[src/rtl/gpio_irq_pkg.sv]
package gpio_irq_pkg;
  typedef enum logic {
    SENSE_LEVEL = 1'b0,
    SENSE_EDGE  = 1'b1
  } sense_e;

  localparam int unsigned DEF_PINS = 32;
endpackage

[src/rtl/gpio_irq_sampler.sv]
// Keeps the previous-cycle sample of every pin and reports rising and falling
// changes. Edge reports stay quiet until one sample has been taken after reset.
module gpio_irq_sampler #(
  parameter int unsigned PINS = gpio_irq_pkg::DEF_PINS
) (
  input  logic            clk,
  input  logic            rst_n,
  input  logic [PINS-1:0] lvl,
  output logic [PINS-1:0] rise,
  output logic [PINS-1:0] fall
);
  logic [PINS-1:0] prev_q;
  logic [PINS-1:0] prev_d;
  logic            primed_q;
  logic            primed_d;
  logic            primed_en;

  always_comb begin
    prev_d    = lvl;
    primed_d  = 1'b1;
    primed_en = ~primed_q;
  end

  always_ff @(posedge clk or negedge rst_n) begin
    if (!rst_n) begin
      prev_q   <= '0;
      primed_q <= 1'b0;
    end else begin
      prev_q <= prev_d;
      if (primed_en) primed_q <= primed_d;
    end
  end

  always_comb begin
    rise = primed_q ? (lvl & ~prev_q) : '0;
    fall = primed_q ? (~lvl & prev_q) : '0;
  end
endmodule

[src/rtl/gpio_irq_trigger.sv]
// Per-pin trigger selection: level match or chosen edge(s).
module gpio_irq_trigger #(
  parameter int unsigned PINS = gpio_irq_pkg::DEF_PINS
) (
  input  logic [PINS-1:0] lvl,
  input  logic [PINS-1:0] rise,
  input  logic [PINS-1:0] fall,
  input  logic [PINS-1:0] mode,
  input  logic [PINS-1:0] pol,
  input  logic [PINS-1:0] dual,
  output logic [PINS-1:0] trig
);
  import gpio_irq_pkg::*;

  for (genvar g = 0; g < PINS; g++) begin : g_pin
    sense_e sense;
    assign sense = sense_e'(mode[g]);

    always_comb begin
      if (sense == SENSE_EDGE) begin
        if (dual[g]) trig[g] = rise[g] | fall[g];
        else         trig[g] = pol[g] ? rise[g] : fall[g];
      end else begin
        trig[g] = ~(lvl[g] ^ pol[g]);
      end
    end
  end
endmodule

[src/rtl/gpio_irq_flags.sv]
// Pending-flag bank: sticky set from enabled triggers, write-one-to-clear,
// set has priority over clear on the same bit.
module gpio_irq_flags #(
  parameter int unsigned PINS = gpio_irq_pkg::DEF_PINS
) (
  input  logic            clk,
  input  logic            rst_n,
  input  logic [PINS-1:0] set_vec,
  input  logic [PINS-1:0] clr_vec,
  output logic [PINS-1:0] flags
);
  logic [PINS-1:0] flags_q;
  logic [PINS-1:0] flags_d;
  logic            flags_en;

  always_comb begin
    flags_d  = (flags_q & ~clr_vec) | set_vec;
    flags_en = |(set_vec | clr_vec);
  end

  always_ff @(posedge clk or negedge rst_n) begin
    if (!rst_n) flags_q <= '0;
    else if (flags_en) flags_q <= flags_d;
  end

  assign flags = flags_q;
endmodule

[src/rtl/gpio_irq_detect.sv]
module gpio_irq_detect #(
  parameter int unsigned PINS = gpio_irq_pkg::DEF_PINS
) (
  input  logic            clk,
  input  logic            rst_n,
  input  logic [PINS-1:0] pin_lvl,
  input  logic [PINS-1:0] trig_mode,
  input  logic [PINS-1:0] trig_pol,
  input  logic [PINS-1:0] dual_edge,
  input  logic [PINS-1:0] irq_en,
  input  logic [PINS-1:0] wake_en,
  input  logic [PINS-1:0] flag_clr,
  output logic [PINS-1:0] pend_flags,
  output logic            irq_req,
  output logic            wake_req
);
  logic [PINS-1:0] rise;
  logic [PINS-1:0] fall;
  logic [PINS-1:0] trig;
  logic [PINS-1:0] set_vec;

  gpio_irq_sampler #(.PINS(PINS)) u_sampler (
    .clk  (clk),
    .rst_n(rst_n),
    .lvl  (pin_lvl),
    .rise (rise),
    .fall (fall)
  );

  gpio_irq_trigger #(.PINS(PINS)) u_trigger (
    .lvl (pin_lvl),
    .rise(rise),
    .fall(fall),
    .mode(trig_mode),
    .pol (trig_pol),
    .dual(dual_edge),
    .trig(trig)
  );

  assign set_vec = trig & irq_en;

  gpio_irq_flags #(.PINS(PINS)) u_flags (
    .clk    (clk),
    .rst_n  (rst_n),
    .set_vec(set_vec),
    .clr_vec(flag_clr),
    .flags  (pend_flags)
  );

  assign irq_req  = |pend_flags;
  assign wake_req = |(trig & wake_en);
endmodule

[config.mk]
export PLATFORM = sky130hd
export DESIGN_NAME = gpio_irq_detect
export DESIGN_NICKNAME = d
export VERILOG_FILES = /design/src/rtl/gpio_irq_pkg.sv /design/src/rtl/gpio_irq_sampler.sv /design/src/rtl/gpio_irq_trigger.sv /design/src/rtl/gpio_irq_flags.sv /design/src/rtl/gpio_irq_detect.sv
export SDC_FILE = /design/constraint.sdc
export NUM_CORES = 1
export LEC_CHECK = 0
export ABC_AREA = 0
export BUFFER_PORTS_ARGS = -buffer_cell sky130_fd_sc_hd__buf_2
export CORE_AREA = 2 2 102 104
export CTS_CLUSTER_SIZE = 30
export DETAILED_ROUTE_END_ITERATION = 7
export DIE_AREA = 0 0 104 106
export PLACE_DENSITY = 0.75
export SLEW_MARGIN = 5
export SYNTH_ARGS = -nofsm -noshare
export SYNTH_HDL_FRONTEND = slang
export SYNTH_SLANG_ARGS = --single-unit
[constraint.sdc]
create_clock -name clk -period 2 [get_ports clk]
set_input_delay 0.3 -clock clk [delete_from_list [all_inputs] [get_ports clk]]
set_output_delay 0.3 -clock clk [all_outputs]
set_load 0.01 [all_outputs]
* Word level (Yosys, flattened, before mapping)
Cells that the tools add are included. Widths: inputs -> output; s select.
Storage, ports and cells: register bits 65, output and inout port bits 34
Cells by class: multiplexer cells 98, bitwise gates (word level) 106, reduce and logical (&&, ||, !) cells 3
Operators by type and width (count):
- $and 32x32->32 | 5
- $mux 1 | 96
- $not 32->32 | 3
- $reduce_or 32->1 | 3
- $mux 32 | 2
- $or 32x32->32 | 2
- $not 1->1 | 32
- $or 1x1->1 | 32
- $xor 1x1->1 | 32

* Depth between registers and ports, before layout
word-level depth 9, gate-level depth with buffers 8, gate-level depth less buffers 6

* Hierarchy
From an unflattened synthesis, not the netlist that was laid out.
Unflattened totals: cells, all modules 457, area total of the unflattened synthesis 4490.6 sq um
Modules (own cells, without submodules):
- gpio_irq_sampler | instances 1, cells an instance 105, area an instance 1496.4 sq um, seq. area each 825.8 sq um
- gpio_irq_trigger | instances 1, cells an instance 192, area an instance 1401.3 sq um, seq. area each 0.0 sq um
- gpio_irq_flags | instances 1, cells an instance 96, area an instance 1161.1 sq um, seq. area each 800.8 sq um
- gpio_irq_detect | instances 1, cells an instance 64, area an instance 431.7 sq um, seq. area each 0.0 sq um

* Least setup slack after synthesis
Ideal clock, no wire load.
kind register to output, start point reg u_sampler.primed_q, end point out wake_req, arrival 1585 ps, data required time 1700 ps, slack 115 ps, cell stages (with the launch flop) 8, path buffers 2, cells stage by stage dfrtp_1 -> buf_6 -> buf_6 -> nand2_1 -> a21oi_1 -> mux2_2 -> a222oi_1 -> nand4_1
Between the ends: longest elaborated chain between the ends 6
RTL lines:
- start: declaration | RTL line gpio_irq_sampler.sv:14 | logic primed_q;
- start signal: assignment | RTL line gpio_irq_sampler.sv:30 | if (primed_en) primed_q <= primed_d;
- $mux 32, on equally long branches | RTL line gpio_irq_sampler.sv:36, gpio_irq_sampler.sv:35
- $mux 1 / $or 1x1->1 (equally long branches) | RTL line gpio_irq_trigger.sv:22, gpio_irq_trigger.sv:21
- $mux 1 | RTL line gpio_irq_trigger.sv:21 | if (dual[g]) trig[g] = rise[g] | fall[g];
- $mux 1 | RTL line gpio_irq_trigger.sv:20 | if (sense == SENSE_EDGE) begin
- $and 32x32->32 (*) | RTL line gpio_irq_detect.sv:51 | assign wake_req = |(trig & wake_en);
- $reduce_or 32->1 (*) | RTL line gpio_irq_detect.sv:51
- end: declaration | RTL line gpio_irq_detect.sv:15 | output logic wake_req
Mark *: on every way between the ends. The rest lies on a longest branch, timed or not.

* Final worst setup path
Ends and elaborated chain as after synthesis.

==> impl_metrics.env <==
export IMPL_status="finished, violations left"
export IMPL_violations="negative setup slack"
export IMPL_gp_congestion=0.9229
export IMPL_die_w_um=104
export IMPL_fmax_ghz=0.3970
export IMPL_seq_area_frac_synth=0.4272
export IMPL_grt_util_all_layers=0.2445
export IMPL_routed_wl_um=13430
export IMPL_cts_root_buf="clkbuf_8"
export IMPL_ant_nets=0
export IMPL_synth_cell_area_sq_mm=0.003807
export IMPL_fp_row_count=37
export IMPL_worstPathArrival_ps=2220
export IMPL_synthCells=435
export IMPL_first_global_vias=4616
export IMPL_placed_cell_area_sq_mm=0.005445
export IMPL_grt_max_degree=66
export IMPL_startpoint_type="flop"
export IMPL_clockBufferDepth=2
export IMPL_antenna_found_initial=0
export IMPL_drt_iter0_markers=207
export IMPL_drv_slew=0
export IMPL_io_buffers=259
export IMPL_power_mw=3.470
export IMPL_nNetsFinal=954
export IMPL_worstSetupPathType="flop to output port"
export IMPL_coreArea_sq_mm=0.01000
export IMPL_clock_skew_ps=9.600
export IMPL_grt_overflow=0
export IMPL_rsz0062_at_grt="true"
export IMPL_drv_cap=0
export IMPL_synth_area_per_cell_sq_um=8.753
export IMPL_min_period_ps=2519
export IMPL_design_area_sq_mm=0.005732
export IMPL_crit_path_end_kind="output port"
export IMPL_grt_pass1_wl_um=21330
export IMPL_final_setup_worst_slack_ps=-518.8
export IMPL_layout_drive_gt1_share=0.4569
export IMPL_netlist_area_leader_share=0.4272
export IMPL_path_max_fanout=34
export IMPL_cts_sinks=65
export IMPL_synth_nets=661
export IMPL_yosys_warnings=0
export IMPL_setup_viol=2
export IMPL_cellPowerDensity_mw_per_mm2=605.3
export IMPL_worstPathRequired_ps=1700
export IMPL_preCtsSetupSlack_ps=-219.8
export IMPL_vias_per_cell=5.123
export IMPL_ioPinCount=260
export IMPL_mostFrequentLayoutCells="259 x buf_2, 79 x a21oi_1, 63 x dfrtp_1"
export IMPL_place_hpwl_um=10980
export IMPL_finalCritPeriodShare=1.259
export IMPL_leakage_nw=2.915
export IMPL_diodes=0
export IMPL_dr_pass1_iters=4
export IMPL_worstMarginPinSlew_ps=537.2
export IMPL_synth_area_leader_cell="dfrtp_1"
export IMPL_ir_worst_vdd_mv=0.2764
export IMPL_holdCritPathClass="input port to flop"
export IMPL_synth_area_leaders="dfrtp_1 43%, a21oi_1 11%, a21boi_0 6.3%"
export IMPL_utilization=0.5732
export IMPL_vias=4442
export IMPL_dieArea_sq_mm=0.01102
export IMPL_initial_core_util=0.3808
export IMPL_clk_latency_ps=350
export IMPL_final_common_cell="buf_2"
export IMPL_routedWlPerCell_um=15.48
export IMPL_slew_headroom=0.6385
export IMPL_final_hold_violation_count=0
export IMPL_die_h_um=106
export IMPL_post_route_drc_count=0
export IMPL_cts_buffers=9
export IMPL_syn2layout_area_growth_pct=50.54
export IMPL_yosysUniqueCellTypes=34
export IMPL_clk_pin_slew_worst_paths_ps=70
export IMPL_cts_tree="done"
export IMPL_synth_seq_cells=65
export IMPL_htree_levels=3
cell usage after synthesis (all sizes together):
master	instances
nand2	36
nand2b	26
a221oi	1
nand4	4
nand3b	1
buf	6
a22oi	6
mux2i	3
mux2	15
or2b	5
o21ai	43
a211oi	1
xor2	1
and4	1
dfrtp	65
or2	1
o2111ai	3
o211ai	24
o22ai	3
a21oi	81
conb	1
o31ai	2
a222oi	1
nor2	1
and3	1
inv	51
and4bb	1
nor4	9
a21boi	42
metal layers:
layer  track usage  share of wire  vias up
met5             0              0        -
met4        0.1014          0.024        0
met3       0.05028          0.065       24
met2        0.4591           0.52      178
met1        0.2678           0.39     2090
li1              -              -     2150
sequential cells by signal, indices dropped and copies added, names as in the netlist:
register,count
u_flags.flags,32
u_sampler.prev_q,32
u_sampler.primed_q,1
repair_timing:
item	CTS	global route
hold buffers	1	0
setup buffers	1	0
endpoints found under the setup margin	2	2
gates resized for setup	19	8
endpoints found under the hold margin	65	0
pin swaps	6	5
kinds of logic after synthesis:
kind of cell	synth area share
compound gates	0.3306
xor+xnor	0.002301
buf+inv	0.06539
flops	0.4272
mux	0.05225
other cells	0.0009849
simple gates	0.1213
worst max-delay path, cell delays in order (launching register included):
cell and delay [ps]:
dfrtp_2 440, buf_12 180, nand2b_1 90, a21oi_1 80, o211ai_1 230, nand4_1 170, nor4_2 290, buf_4 150
nand4_1 70, buf_2 160
final cells by class:
type | instances | area, sq um
timing repair buffer | 288 | 1554
multi-input combinational | 313 | 2024
inverter | 51 | 191.4
tap | 136 | 170.2
clock buffer | 14 | 162.7
sequential | 65 | 1629
fill | 948 | 4268
path summary, 6_finish.rpt:
path | startpoint | endpoint | slack [ps] | depth (start not counted)
setup / recovery | u_sampler.primed_q$_DFF_PN0_ | wake_req | -520 | 9
hold / removal | pin_lvl[1] | u_sampler.prev_q[1]$_DFF_PN0_ | 70 | 1
setup reg to reg | u_sampler.primed_q$_DFF_PN0_ | u_flags.flags[4]$_DFFE_PN0P_ | 430 | 7
hold reg to reg | u_flags.flags[6]$_DFFE_PN0P_ | u_flags.flags[6]$_DFFE_PN0P_ | 550 | 2
max in group asynchronous | rst_n | u_flags.flags[22]$_DFFE_PN0P_ | 1190 | 3
min in group asynchronous | rst_n | u_flags.flags[21]$_DFFE_PN0P_ | 500 | 3
power by group:
part	internal, mW	switching, mW
logic	0.486	0.460
clock network	0.507	0.489
registers	1.43	0.101
per-stage QoR:
| step | hold WS, ps | TNS [ps] | cells |
|---|---|---|---|
| after CTS | 56.18 | -737.4 | 867 |
| after detailed placement | 344.2 | -355.6 | 851 |
| final | 73.96 | -635.7 | 867 |
| after floorplan | 4.409 | 0 | 435 |
| after global placement | 344.9 | -327.8 | 851 |
| after global routing | 61.41 | -880.1 | 867 |
Note: power is estimated with default switching activity, not from simulation.
